`config.mk`:
```
export PLATFORM = sky130hd
export DESIGN_NAME = nand_erase_seq
export DESIGN_NICKNAME = d
export VERILOG_FILES = /design/src/rtl/nand_erase_pkg.sv /design/src/rtl/nand_wait_cnt.sv /design/src/rtl/nand_bus_cycle.sv /design/src/rtl/nand_erase_seq.sv
export SDC_FILE = /design/constraint.sdc
export NUM_CORES = 1
export LEC_CHECK = 0
export BUFFER_PORTS_ARGS = -buffer_cell sky130_fd_sc_hd__buf_2
export CORE_MARGIN = 2
export CORE_UTILIZATION = 50
export CTS_CLUSTER_SIZE = 28
export DETAILED_ROUTE_END_ITERATION = 10
export PLACE_DENSITY = 0.71
export SLEW_MARGIN = 25
export SYNTH_ARGS = -nofsm -noshare
export SYNTH_HDL_FRONTEND = slang
export SYNTH_SLANG_ARGS = --single-unit
```
`constraint.sdc`:
```
create_clock -name clk_i -period 5.7 [get_ports clk_i]
set_input_delay 0.285 -clock clk_i [delete_from_list [all_inputs] [get_ports clk_i]]
set_output_delay 0.285 -clock clk_i [all_outputs]
set_load 0.02 [all_outputs]
```
`src/rtl/nand_erase_pkg.sv`:
```
package nand_erase_pkg;

  typedef enum logic [1:0] {CYC_CMD, CYC_ADDR, CYC_READ} cyc_kind_e;

  typedef enum logic [1:0] {PH_IDLE, PH_SETUP, PH_PULSE, PH_HOLD} cyc_phase_e;

  typedef enum logic [3:0] {
    S_IDLE, S_SETUP, S_ADR0, S_ADR1, S_ADR2, S_CONF,
    S_WB, S_RDY, S_STCMD, S_STRD, S_DONE
  } seq_state_e;

  localparam logic [7:0] OP_ERASE_SETUP = 8'h60;
  localparam logic [7:0] OP_ERASE_GO    = 8'hD0;
  localparam logic [7:0] OP_STATUS      = 8'h70;

  localparam int ST_FAIL_BIT = 0;
  localparam int ST_WPN_BIT  = 7;

endpackage

```
`src/rtl/nand_wait_cnt.sv`:
```
module nand_wait_cnt #(
  parameter int W = 8
) (
  input  logic         clk_i,
  input  logic         rst_ni,
  input  logic         load_i,
  input  logic [W-1:0] val_i,
  output logic         expired_o
);

  logic [W-1:0] cnt_q;

  always_ff @(posedge clk_i or negedge rst_ni) begin
    if (!rst_ni)             cnt_q <= '0;
    else if (load_i)         cnt_q <= val_i;
    else if (cnt_q != '0)    cnt_q <= cnt_q - 1'b1;
  end

  assign expired_o = (cnt_q == '0);

  // an elapsed wait stays elapsed until reloaded
  assert_wait_sticky_R6: assert property (@(posedge clk_i) disable iff (!rst_ni)
    (expired_o && !load_i) |=> expired_o);

  // a running wait counts down by one each cycle
  assert_wait_step_R6: assert property (@(posedge clk_i) disable iff (!rst_ni)
    (!expired_o && !load_i) |=> (cnt_q == $past(cnt_q) - 1'b1));

endmodule

```
`src/rtl/nand_bus_cycle.sv`:
```
module nand_bus_cycle
  import nand_erase_pkg::*;
#(
  parameter int T_SETUP = 2,
  parameter int T_PULSE = 2,
  parameter int T_HOLD  = 2
) (
  input  logic       clk_i,
  input  logic       rst_ni,
  input  logic       go_i,
  input  cyc_kind_e  kind_i,
  input  logic [7:0] data_i,
  output logic       busy_o,
  output logic       done_o,
  output logic [7:0] rd_data_o,
  output logic       cle_o,
  output logic       ale_o,
  output logic       we_no,
  output logic       re_no,
  output logic [7:0] io_o,
  output logic       io_oe_o,
  input  logic [7:0] io_i
);

  localparam int T_MAX = (T_SETUP > T_PULSE) ? ((T_SETUP > T_HOLD) ? T_SETUP : T_HOLD)
                                             : ((T_PULSE > T_HOLD) ? T_PULSE : T_HOLD);
  localparam int PH_W  = (T_MAX < 2) ? 1 : $clog2(T_MAX);

  cyc_phase_e      phase_q;
  cyc_kind_e       kind_q;
  logic [7:0]      data_q;
  logic [7:0]      rd_q;
  logic [PH_W-1:0] cnt_q;
  logic            active;

  always_ff @(posedge clk_i or negedge rst_ni) begin
    if (!rst_ni) begin
      phase_q <= PH_IDLE;
      kind_q  <= CYC_CMD;
      data_q  <= '0;
      rd_q    <= '0;
      cnt_q   <= '0;
    end else if (phase_q == PH_IDLE) begin
      if (go_i) begin
        phase_q <= PH_SETUP;
        kind_q  <= kind_i;
        data_q  <= data_i;
        cnt_q   <= PH_W'(T_SETUP - 1);
      end
    end else if (cnt_q != '0) begin
      cnt_q <= cnt_q - 1'b1;
    end else begin
      unique case (phase_q)
        PH_SETUP: begin
          phase_q <= PH_PULSE;
          cnt_q   <= PH_W'(T_PULSE - 1);
        end
        PH_PULSE: begin
          phase_q <= PH_HOLD;
          cnt_q   <= PH_W'(T_HOLD - 1);
          if (kind_q == CYC_READ) rd_q <= io_i;
        end
        default: phase_q <= PH_IDLE;
      endcase
    end
  end

  assign active    = (phase_q != PH_IDLE);
  assign busy_o    = active;
  assign done_o    = (phase_q == PH_HOLD) && (cnt_q == '0);
  assign rd_data_o = rd_q;
  assign cle_o     = active && (kind_q == CYC_CMD);
  assign ale_o     = active && (kind_q == CYC_ADDR);
  assign we_no     = !((phase_q == PH_PULSE) && (kind_q != CYC_READ));
  assign re_no     = !((phase_q == PH_PULSE) && (kind_q == CYC_READ));
  assign io_o      = data_q;
  assign io_oe_o   = active && (kind_q != CYC_READ);

  assert_latch_excl_R5: assert property (@(posedge clk_i) disable iff (!rst_ni)
    !(cle_o && ale_o));

  assert_strobe_excl_R5: assert property (@(posedge clk_i) disable iff (!rst_ni)
    !(!we_no && !re_no));

  assert_io_stable_R4: assert property (@(posedge clk_i) disable iff (!rst_ni)
    (!we_no && !$past(we_no)) |-> ($stable(io_o) && $stable(cle_o) && $stable(ale_o)));

  assert_setup_before_we_R4: assert property (@(posedge clk_i) disable iff (!rst_ni)
    $fell(we_no) |-> $past(cle_o || ale_o));

endmodule

```
`src/rtl/nand_erase_seq.sv`:
```
module nand_erase_seq
  import nand_erase_pkg::*;
#(
  parameter int BLK_W      = 11,
  parameter int PAGE_W     = 6,
  parameter int T_SETUP    = 2,
  parameter int T_PULSE    = 2,
  parameter int T_HOLD     = 2,
  parameter int T_WB       = 8,
  parameter int T_BUSY_MAX = 2000000
) (
  input  logic             clk_i,
  input  logic             rst_ni,
  input  logic             start_i,
  input  logic [BLK_W-1:0] blk_addr_i,
  output logic             busy_o,
  output logic             done_o,
  output logic             fail_o,
  output logic             wp_o,
  output logic             timeout_o,
  output logic [7:0]       status_o,
  output logic             nand_ce_no,
  output logic             nand_cle_o,
  output logic             nand_ale_o,
  output logic             nand_we_no,
  output logic             nand_re_no,
  output logic [7:0]       nand_io_o,
  output logic             nand_io_oe_o,
  input  logic [7:0]       nand_io_i,
  input  logic             nand_rb_i
);

  localparam int ROW_W    = BLK_W + PAGE_W;
  localparam int WAIT_MAX = (T_BUSY_MAX > T_WB) ? T_BUSY_MAX : T_WB;
  localparam int CNT_W    = $clog2(WAIT_MAX + 1);

  seq_state_e       state_q;
  logic [BLK_W-1:0] blk_q;
  logic             fail_q, wp_q, to_q;
  logic [7:0]       stat_q;
  logic [1:0]       rb_sync_q;
  logic             rb_ready;
  logic [23:0]      row_bytes;

  logic             cyc_go, cyc_busy, cyc_done, bus_state;
  cyc_kind_e        cyc_kind;
  logic [7:0]       cyc_data, rd_byte;

  logic             tmr_load, tmr_exp;
  logic [CNT_W-1:0] tmr_val;

  // page bits inside the block are sent as zero
  assign row_bytes = 24'({blk_q, {PAGE_W{1'b0}}});
  assign rb_ready  = rb_sync_q[1];

  always_ff @(posedge clk_i or negedge rst_ni) begin
    if (!rst_ni) rb_sync_q <= 2'b11;
    else         rb_sync_q <= {rb_sync_q[0], nand_rb_i};
  end

  always_comb begin
    bus_state = 1'b1;
    cyc_kind  = CYC_CMD;
    cyc_data  = '0;
    unique case (state_q)
      S_SETUP: cyc_data = OP_ERASE_SETUP;
      S_ADR0:  begin cyc_kind = CYC_ADDR; cyc_data = row_bytes[7:0];   end
      S_ADR1:  begin cyc_kind = CYC_ADDR; cyc_data = row_bytes[15:8];  end
      S_ADR2:  begin cyc_kind = CYC_ADDR; cyc_data = row_bytes[23:16]; end
      S_CONF:  cyc_data = OP_ERASE_GO;
      S_STCMD: cyc_data = OP_STATUS;
      S_STRD:  cyc_kind = CYC_READ;
      default: bus_state = 1'b0;
    endcase
  end

  assign cyc_go = bus_state && !cyc_busy;

  always_comb begin
    tmr_load = 1'b0;
    tmr_val  = '0;
    if (state_q == S_CONF && cyc_done) begin
      tmr_load = 1'b1;
      tmr_val  = CNT_W'(T_WB);
    end else if (state_q == S_WB && tmr_exp) begin
      tmr_load = 1'b1;
      tmr_val  = CNT_W'(T_BUSY_MAX);
    end
  end

  always_ff @(posedge clk_i or negedge rst_ni) begin
    if (!rst_ni) begin
      state_q <= S_IDLE;
      blk_q   <= '0;
      fail_q  <= 1'b0;
      wp_q    <= 1'b0;
      to_q    <= 1'b0;
      stat_q  <= '0;
    end else begin
      unique case (state_q)
        S_IDLE: if (start_i) begin
          blk_q   <= blk_addr_i;
          fail_q  <= 1'b0;
          wp_q    <= 1'b0;
          to_q    <= 1'b0;
          stat_q  <= '0;
          state_q <= S_SETUP;
        end
        S_SETUP: if (cyc_done) state_q <= S_ADR0;
        S_ADR0:  if (cyc_done) state_q <= S_ADR1;
        S_ADR1:  if (cyc_done) state_q <= S_ADR2;
        S_ADR2:  if (cyc_done) state_q <= S_CONF;
        S_CONF:  if (cyc_done) state_q <= S_WB;
        S_WB:    if (tmr_exp)  state_q <= S_RDY;
        S_RDY: begin
          if (rb_ready) begin
            state_q <= S_STCMD;
          end else if (tmr_exp) begin
            to_q    <= 1'b1;
            fail_q  <= 1'b1;
            state_q <= S_DONE;
          end
        end
        S_STCMD: if (cyc_done) state_q <= S_STRD;
        S_STRD: if (cyc_done) begin
          stat_q  <= rd_byte;
          fail_q  <= rd_byte[ST_FAIL_BIT];
          wp_q    <= !rd_byte[ST_WPN_BIT];
          state_q <= S_DONE;
        end
        default: state_q <= S_IDLE;
      endcase
    end
  end

  nand_bus_cycle #(
    .T_SETUP (T_SETUP),
    .T_PULSE (T_PULSE),
    .T_HOLD  (T_HOLD)
  ) u_cycle (
    .clk_i     (clk_i),
    .rst_ni    (rst_ni),
    .go_i      (cyc_go),
    .kind_i    (cyc_kind),
    .data_i    (cyc_data),
    .busy_o    (cyc_busy),
    .done_o    (cyc_done),
    .rd_data_o (rd_byte),
    .cle_o     (nand_cle_o),
    .ale_o     (nand_ale_o),
    .we_no     (nand_we_no),
    .re_no     (nand_re_no),
    .io_o      (nand_io_o),
    .io_oe_o   (nand_io_oe_o),
    .io_i      (nand_io_i)
  );

  nand_wait_cnt #(.W(CNT_W)) u_wait (
    .clk_i     (clk_i),
    .rst_ni    (rst_ni),
    .load_i    (tmr_load),
    .val_i     (tmr_val),
    .expired_o (tmr_exp)
  );

  assign busy_o     = (state_q != S_IDLE);
  assign done_o     = (state_q == S_DONE);
  assign fail_o     = fail_q;
  assign wp_o       = wp_q;
  assign timeout_o  = to_q;
  assign status_o   = stat_q;
  assign nand_ce_no = (state_q == S_IDLE);

  assert_done_pulse_R11: assert property (@(posedge clk_i) disable iff (!rst_ni)
    done_o |=> !done_o);

  assert_start_ignored_R10: assert property (@(posedge clk_i) disable iff (!rst_ni)
    (busy_o && start_i) |=> $stable(blk_q));

  assert_strobe_selected_R12: assert property (@(posedge clk_i) disable iff (!rst_ni)
    (!nand_we_no || !nand_re_no) |-> !nand_ce_no);

  assert_timeout_fails_R9: assert property (@(posedge clk_i) disable iff (!rst_ni)
    (done_o && timeout_o) |-> fail_o);

  assert_no_rd_while_busy_R6: assert property (@(posedge clk_i) disable iff (!rst_ni)
    (state_q == S_RDY && !rb_ready) |=> (nand_we_no && nand_re_no));

endmodule

```
## After elaboration in Yosys (flattened, before gate mapping)

Index checks and enable logic that the tools add are counted.

| storage, ports and cells | value |
|---|---|
| word-level logic and storage cells | 122 |
| ROM bits | 0 |
| latch bits | 0 |
| memory bits (writable) | 0 |
| register bits after elaboration | 70 |
| output and inout bits | 27 |
| memories kept | 0 |

| operators by class | value |
|---|---|
| multiply operators | 0 |
| multiplexer cells | 40 |
| shift operators | 0 |
| bitwise logic cells | 2 |
| eq/ne operators | 30 |
| add/sub/neg operators | 2 |
| divide/modulo/power cells | 0 |
| reductions and logical operators | 35 |
| $lt $le $gt $ge | 0 |

Operators by type and width:

| cell | number |
|---|---|
| 21-bit two-way mux | 4 |
| 8-bit one-hot mux with 6 select lines | 1 |
| 4-bit two-way mux | 11 |
| 4-bit one-hot mux with 10 select lines | 1 |
| 2-bit inequality test (second input constant) | 14 |
| 21-bit logical NOT | 1 |
| 21-bit nonzero test | 1 |
| 21-bit by 1-bit subtractor with 21-bit output (second input constant) | 1 |
| 4-bit by 3-bit equality test with 1-bit output (second input constant) | 4 |
| 8-bit two-way mux | 2 |
| 8-bit one-hot mux with 2 select lines | 1 |
| 4-bit equality test (second input constant) | 3 |
| 1-bit two-way mux | 12 |
| 10-bit AND reduction | 1 |
| 1-bit logical AND | 9 |
| 4-bit by 2-bit equality test with 1-bit output (second input constant) | 2 |
| 2-bit one-hot mux with 2 select lines | 2 |
| 4-bit AND reduction | 2 |
| 2-bit nonzero test | 4 |
| 7-bit OR reduction | 1 |
| 2-bit equality test (second input constant) | 3 |
| 2-bit two-way mux | 3 |
| 2-bit AND reduction | 3 |
| 5-bit AND reduction | 1 |
| 15 further kinds | 22 |

## Logic depth before layout (Yosys ltp)

Gate-level depths: netlist (run 1).

| logic depth | value |
|---|---|
| depth after elaboration | 6 |
| depth in mapped cells | 8 |
| gate-level depth less buffers | 7 |

## Cells and area by module

Synthesis (run 1) repeated with hierarchy kept, for this count alone.

| second synthesis, totals | value |
|---|---|
| cell total of the unflattened synthesis | 335 |
| area total of the unflattened synthesis | 3713.6 um2 |

Modules (own cells, without submodules):

| module | cells each | area an instance (um2) | seq. area each (um2) | times used |
|---|---|---|---|---|
| nand_erase_seq | 144 | 1540.2 | 703.2 | 1 |
| nand_wait_cnt | 125 | 1212.4 | 525.5 | 1 |
| nand_bus_cycle | 66 | 960.9 | 525.5 | 1 |

## Least setup slack after synthesis (run 1)

No wires, ideal clock.

| timing path | value |
|---|---|
| path kind | reg-to-reg |
| from | register u_wait.cnt_q[0] |
| to | register u_wait.cnt_q[10] |
| library setup time | 127 ps |
| setup slack | 3768 ps |
| arrival | 1806 ps |
| stages on the path, launching flop included | 8 |
| period minus slack after synthesis | 1932 ps |
| path buffers | 0 |
| cells stage by stage | dfrtp_1 inv_1 ha_1 or3b_1 or2_1 or3_1 xor2_1 o22ai_1 |

| between the ends | value |
|---|---|
| word-level cells in the longest chain between the ends | 5 |
| elaborated cells between the ends (all ways) | 11 |

RTL lines:

| what | line | source |
|---|---|---|
| start: declaration | nand_wait_cnt.sv:11 | `logic [W-1:0] cnt_q;` |
| start signal: assignment | nand_wait_cnt.sv:15 | `else if (load_i) cnt_q <= val_i;` |
| start signal: assignment | nand_wait_cnt.sv:16 | `else if (cnt_q != '0) cnt_q <= cnt_q - 1'b1;` |
| branches (longest 5 deep; another with 21-bit by 1-bit subtractor with 21-bit output) | n/a |  |

Parallel ways; which one is timed is not known. The select of a mux whose other input is x is not followed.
A chain may end at the register's enable or synchronous reset.

## Final worst setup path (run 1)

| timing path | value |
|---|---|
| from | register state_q[2] |
| to | register fail_q, in the netlist fail_o |

| between the ends | value |
|---|---|
| word-level cells in the longest chain between the ends | 3 |
| elaborated cells between the ends (all ways) | 10 |

RTL lines:

| what | line | source |
|---|---|---|
| start: declaration | nand_erase_seq.sv:37 | `seq_state_e state_q;` |
| start signal: assignment | nand_erase_seq.sv:93 | `state_q <= S_IDLE;` |
| start signal: assignment | nand_erase_seq.sv:107 | `state_q <= S_SETUP;` |
| start signal: assignment | nand_erase_seq.sv:109 | `S_SETUP: if (cyc_done) state_q <= S_ADR0;` |
| 4-bit by 3-bit equality test with 1-bit output (tied with other cells) | nand_erase_seq.sv:100 | `unique case (state_q)` |
| 2-bit inequality test (no source line) or 3-bit nonzero test (tied branches) | n/a |  |
| 5-bit AND reduction (no source line) | n/a |  |
| end signal: assignment | nand_erase_seq.sv:127 | `fail_q <= rd_byte[ST_FAIL_BIT];` |
| end: declaration | nand_erase_seq.sv:39 | `logic fail_q, wp_q, to_q;` |

Several ways; a longest one is shown, not always the timed one.

==> flow_summary_export.csv, run 1 <==
group,metric,value,unit
pwr,p_sw_share,39.2,%
detailed_routing,drt-total-wl,6710,µm
worst_setup_path,cp_slowest_cell,"dfrtp_1",
min_path,hold_class,"primary input to flip-flop",
layout,finalNetCount,413,
sta,min_period,2.64,ns
sta,fmaxAchievable,0.379,GHz
yosys,synth_top_family_by_area,"simple AND/OR/NAND/NOR gates",
sta,tns,0,ns
worst_setup_path,reg2reg_slack,3.06,ns
yosys,dominantRegCellSynth,"dfrtp_1",
yosys,seq_area_frac_synth,51.6,%
pwr,p_comb_share,36.2,%
worst_setup_path,cp_slowest_stage_delay,0.75,ns
pwr,p_leak,1.82,nW
worst_setup_path,path_cells,"nor2_1, nand2_1, inv_1, nand2_1, a21boi_2, nor2_1, a211o_1",
sta,finalHoldViolCount,0,
clock_tree,clock_path_buffers,2,
worst_setup_path,worstPathMaxFanout,23,
yosys,synth-compound-area-share,13.3,%
worst_setup_path,cp.arrival,2.86,ns
global_route,grt_max_degree,71,
detailed_routing,via_count,2603,
global_route,grt_first_pass_wirelength,11600,µm
layout,finalInstanceArea,3910,µm²
yosys,synth_cell_types,52,
placement,gp_congestion,0.881,
pwr,clkPwrFrac,21.0,%
floorplanning,initial_utilization,50.9,%
worst_setup_path,crit_family,"compound AO/OA/AOI/OAI gates",
worst_setup_path,endpoint_kind,"flip-flop",
placement,port_buffers,49,
yosys,synth_adder_area_share,1.84,%
layout,syn_to_final_growth,14.9,%
detailed_routing,wl_per_cell,14.3,µm
worst_setup_path,startpoint_type,"flip-flop",
clock_tree,cts-root-buf,"clkbuf_8",
flow_run,maxCapViolCount,0,
placement,place_hpwl,4650,µm
detailed_routing,drtIter0Drc,176,
floorplanning,core-area,6680,µm²
detailed_routing,drc_errors,0,
floorplanning,die_area,7470,µm²
detailed_routing,drt-vias-per-instance,5.54,
floorplanning,rows,30,
yosys,syn_area_per_cell,10.1,µm²
yosys,synth-xor-area-share,2.06,%
yosys,syn_area,3400,µm²
sta,relSlewSlack,41.9,%
worst_setup_path,cp_num_buf_inv,1,
global_route,track_usage,19.8,%
layout,nFillCells,607,
yosys,syn_inst,338,
yosys,async_flop_share,100,%
pwr,switching_power,0.749,mW
detailed_routing,postRouteAntennaNets,0,
pwr,vdd_drop_max,0.000332,V
clock_tree,cts-buffers-inserted,9,
clock_tree,htree_levels,3,
pwr,power,1.91,mW
placement,dpl_worst_slack,3.07,ns
sta,worst_slack,3.06,ns
pwr,seqPwrFrac,42.8,%
layout,drive_above_1_share,25.4,%
sta,worst_pin_slew,0.871,ns
pwr,p_per_area,489,nW/µm²
yosys,synth_fp_nets,366,
clock_tree,cts_tree,"built",
sta,setup_viol,0,
global_route,grt.overflow.total,0,
placement,place_area,3710,µm²
layout,insertedDiodeCount,0,
global_route,grt_pass1_vias,2452,
yosys,synthMuxAreaShare,7.21,%
sta,drv_slew,0,
worst_setup_path,cp.required,5.93,ns
floorplanning,die_y,86.5,µm
clock_tree,clk_latency,0.34,ns
floorplanning,io_pins,50,
clock_tree,cts.sinks,70,
global_route,grt_antenna_before_repair,0,
sta,grt_setup_unrepaired,"no",
clock_tree,clkTransAtPathRegs,0.08,ns
status,run_status,"complete, no violations",
clock_tree,hold_buffers,0,
sta,fin_worst_skew,0.0112,ns
floorplanning,fp.dieW,86.5,µm
yosys,synth-simple-area-share,21.3,%
yosys,ys_seq_elements,70,
sta,whs,0.0329,ns
pwr,internal_power,1.16,mW
worst_setup_path,worstSetupPathType,"flip-flop to flip-flop",
sta,finalCritPeriodShare,46.3,%
clock_tree,cts_resized,0,
detailed_routing,drtPass1Iterations,5,
yosys,yosysWarnings,0,
yosys,synth_edf_count,0,
clock_tree,postCtsSetupBuffers,0,
## per-stage QoR
stage | std cells | utilization (%)
floorplan | 338 | -
global placement | 454 | 55.5
detailed placement | 454 | 55.5
CTS | 470 | 58.4
global route | 470 | 58.4
finish | 470 | 58.4
## cell families (layout without fill, tap and decap cells)
| family | count (synthesis) | after routing |
|---|---|---|
| AOI/OAI and AO/OA | 72 | 72 |
| xor gates and xnor gates | 8 | 8 |
| adders and majority gates | 5 | 5 |
| buffers and inverters | 24 | 76 |
| DFF | 70 | 70 |
| muxes | 22 | 22 |
| and+or+nand+nor | 137 | 137 |
## cell usage after synthesis (all sizes together), types with 2 or more instances
| cell type | n | area, µm² |
|---|---|---|
| dfrtp | 68 | 1700 |
| nand2 | 45 | 169 |
| nor2 | 23 | 86.3 |
| a21oi | 20 | 100 |
| mux2 | 20 | 225 |
| o21ai | 20 | 100 |
| nand2b | 14 | 87.6 |
| nor3 | 12 | 76.3 |
| clkbuf | 10 | 37.5 |
| inv | 9 | 33.8 |
| or3 | 8 | 50.1 |
| nand3 | 7 | 35.0 |
| a21o | 5 | 37.5 |
| buf | 5 | 21.3 |
| ha | 5 | 62.6 |
| xor2 | 5 | 43.8 |
| nand3b | 4 | 30.0 |
| nor2b | 4 | 25.0 |
| o22ai | 4 | 25.0 |
| o31ai | 4 | 30.0 |
| a22o | 3 | 26.3 |
| nand4 | 3 | 18.8 |
| nor4 | 3 | 33.8 |
| o211ai | 3 | 22.5 |
| or2 | 3 | 18.8 |
| or4 | 3 | 30.0 |
| xnor2 | 3 | 26.3 |
| a22oi | 2 | 15.0 |
| and3 | 2 | 12.5 |
| dfstp | 2 | 52.6 |
| mux2i | 2 | 20.0 |
| nor3b | 2 | 15.0 |
| o41ai | 2 | 17.5 |
## power groups by stage
stage / combinational (mW) / clock, mW / sequential (mW)
2_1_floorplan: 0.554 / 0 / 0.778
3_3_place_gp: 0.677 / 0 / 0.818
3_5_place_dp: 0.691 / 0 / 0.825
4_1_cts: 0.697 / 0.413 / 0.817
5_1_grt: 0.783 / 0.435 / 0.846
6_report: 0.692 / 0.401 / 0.817
## cells in the final DEF, fill, tap and decap left out, types with 4 or more instances in the layout
cell type and instances:
nor3_1 9, o22ai_1 4, nand3_1 7, a21oi_1 20, clkbuf_8 10, buf_2 49, nand2_1 45, nand3b_1 4
nor2b_1 4, o21ai_0 20, inv_1 9, o31ai_1 4, a21o_1 5, nor2_1 23, mux2_2 20, dfrtp_1 68
xor2_1 5, nand2b_1 14, ha_1 5, or3_1 8
## metal layers
layer / vias up / routed length (µm) / track usage [%]
met1: 1242 / 3190 / 27.8
met2: 58 / 3120 / 29.4
met3: 12 / 267 / 4.29
met4: 0 / 131 / 8.81
met5: - / 0 / 0
li1: 1291 / - / -
## state kept, by name, indices dropped and copies added (netlist names)
register,flops
u_cycle.cnt_q,1
u_wait.cnt_q,21
u_cycle.kind_q,2
u_cycle.io_o,8
u_cycle.rd_data_o,8
u_cycle.phase_q,2
fail_o,1
state_q,4
wp_o,1
rb_sync_q,2
blk_q,11
status_o,8
timeout_o,1
## area by class of cell
cell class / count / area [µm²] / share of cell area, %
multi-input cells: 244 / 1560 / 39.9
clock buffers: 10 / 138 / 3.52
clock inverters: 6 / 61.3 / 1.57
inverters: 9 / 33.8 / 0.865
repair buffers: 51 / 260 / 6.66
well taps: 80 / 100 / 2.56
flip-flops and latches: 70 / 1750 / 44.9
## worst paths after layout
check                              from         endpoint  cells past startpoint
hold / removal                nand_rb_i     rb_sync_q[0]                      1
min in group asynchronous        rst_ni  u_cycle.io_o[3]                      2
max in group asynchronous        rst_ni         blk_q[0]                      2
hold reg to reg            rb_sync_q[0]     rb_sync_q[1]                      0
setup reg to reg             state_q[2]           fail_o                      7
setup / recovery             state_q[2]           fail_o                      7
Power figures use the tool's default switching activity.
==> run 2: changes to the inputs <==
==> constraint.sdc (replaced) <==
create_clock -name clk_i -period 2.6 [get_ports clk_i]
set_input_delay 0.13 -clock clk_i [delete_from_list [all_inputs] [get_ports clk_i]]
set_output_delay 0.13 -clock clk_i [all_outputs]
set_load 0.02 [all_outputs]
==> run 2 against run 1 <==
Final cell count is 2.1% higher. Non-clock buffer count is 10 higher. Register-to-register slack worse by 2.7 ns. Setup slack worse by 2.7 ns. Fmax is 18% higher. Via count is 2.3% higher. Critical endpoint is now state_q[2]. Largest cell class unchanged.
==> flow_summary_export.csv, run 2 (same netlist as run 1, synthesis figures left out) <==
group,metric,value,unit
sta,finalCritPeriodShare,85.7,%
layout,finalNetCount,423,
worst_setup_path,r2r-end,"state_q[2]",
global_route,track_usage,19.8,%
sta,finalHoldViolCount,0,
sta,fmaxAchievable,0.449,GHz
min_path,hold_class,"primary input to flip-flop",
placement,port_buffers,49,
sta,setup_viol,0,
global_route,grt_max_degree,42,
sta,relSlewSlack,53.8,%
flow_run,maxCapViolCount,0,
global_route,grt_antenna_before_repair,0,
worst_setup_path,startpoint_type,"flip-flop",
worst_setup_path,reg2reg_slack,0.37,ns
detailed_routing,drc_errors,0,
worst_setup_path,rr_startpoint,"u_wait.cnt_q[0]",
clock_tree,clock_path_buffers,2,
detailed_routing,drtIter0Drc,229,
detailed_routing,postRouteAntennaNets,0,
worst_setup_path,reg2reg_depth,7,
worst_setup_path,startpoint,"u_wait.cnt_q[0]",
worst_setup_path,endpoint_kind,"flip-flop",
layout,finalInstanceArea,3990,µm²
sta,whs,0.0225,ns
layout,largest_reg_flops,21,
floorplanning,core-area,6680,µm²
sta,worst_slack,0.371,ns
layout,top_regs,"u_wait.cnt_q (21), blk_q (11)",
global_route,grt_pass1_vias,2543,
clock_tree,cts-buffers-inserted,9,
layout,mostFrequentLayoutCell,"dfrtp_1",
global_route,grt.overflow.total,0,
clock_tree,cts_tree,"built",
detailed_routing,drt-vias-per-instance,5.55,
sta,min_period,2.23,ns
min_path,whs_endpoint,"u_cycle.rd_data_o[3]",
worst_setup_path,cp.arrival,2.44,ns
floorplanning,rows,30,
worst_setup_path,cp.required,2.81,ns
floorplanning,die_area,7470,µm²
clock_tree,cts.sinks,70,
layout,drive_above_1_share,26.3,%
layout,syn_to_final_growth,17.5,%
pwr,power,4.28,mW
clock_tree,cts-root-buf,"clkbuf_8",
placement,place_area,3770,µm²
global_route,grt_first_pass_wirelength,11700,µm
clock_tree,clkTransAtPathRegs,0.07,ns
worst_setup_path,worstPathMaxFanout,12,
detailed_routing,via_count,2664,
placement,place_hpwl,4850,µm
detailed_routing,wl_per_cell,14.4,µm
placement,dpl_worst_slack,0.412,ns
pwr,vdd_drop_max,0.000558,V
detailed_routing,drtPass1Iterations,4,
sta,drv_slew,0,
sta,worst_pin_slew,0.688,ns
worst_setup_path,worstSetupPathType,"flip-flop to flip-flop",
pwr,p_leak,1.88,nW
floorplanning,initial_utilization,50.9,%
sta,grt_setup_unrepaired,"no",
sta,tns,0,ns
layout,insertedDiodeCount,0,
clock_tree,cts_resized,0,
floorplanning,io_pins,50,
floorplanning,fp.dieW,86.5,µm
detailed_routing,drt-total-wl,6920,µm
placement,gp_congestion,0.844,
layout,mostFrequentLayoutCells,"dfrtp_1, buf_2, nand2_1, nor2_1",
min_path,min_from,"nand_io_i[3]",
min_path,hold_depth,2,
clock_tree,htree_levels,3,
layout,regMostFlops,"u_wait.cnt_q",
clock_tree,clk_latency,0.33,ns
layout,nFillCells,591,
pwr,p_per_area,1070,nW/µm²
status,run_status,"complete, no violations",
floorplanning,die_y,86.5,µm
sta,fin_worst_skew,0.00833,ns
[run 2: changes by cell type in the layout (fill, tap and decap cells not counted), sizes merged]
cell	change
buf	+8
clkinv	-1
dlygate4sd3	+2
clkbuf	+2
clkinvlp	-1
[run 2: repair_timing]
action                     CTS  global route
buffers inserted             0             0
hold buffers                 2             0
setup endpoints to repair    0             0
hold endpoints to repair    30             0
[run 2: through the flow]
step,std cells,util [%]
finish,480,59.8
global route,480,59.8
CTS,480,59.8
detailed placement,462,56.5
global placement,462,56.5
floorplan,338,-
[run 2: final cells by class]
type                    instances  area (µm²)  area share (%)
flip-flops and latches         70        1750            43.9
repair buffers                 61         353            8.83
well taps                      80         100            2.51
clock inverters                 4        45.0            1.13
inverters                       9        33.8           0.846
clock buffers                  12         155            3.88
multi-input cells             244        1550            38.9
[run 2: worst max-delay path, cell delays in order, from the launching register on]
cell     delay, ns
dfrtp_1       0.41
inv_1         0.09
ha_1          0.17
or3b_1        0.47
nor3_4        0.28
nand2_1       0.32
nand4_1       0.25
o21ai_0       0.10
[run 2: power breakdown]
group	switching, mW	total (mW)	internal, mW
combinational	1.00	1.72	0.721
clock	0.386	0.878	0.491
sequential	0.260	1.68	1.42
[run 2: worst max path at each step]
stage / endpoint / cells past startpoint
after floorplan: u_wait.cnt_q[10] / 7
after global placement: state_q[2] / 7
after detailed placement: state_q[2] / 7
after CTS: state_q[2] / 7
after global routing: state_q[2] / 7
final: state_q[2] / 7
[run 2: routing by layer]
layer	vias to the layer above	part of all wire [%]	track usage (%)	routed length (µm)
li1	1303	-	-	-
met5	-	0	0	0
met4	0	1.1	5.54	73
met2	59	47	31.2	3270
met1	1291	48	26.6	3290
met3	11	4.1	6.10	284
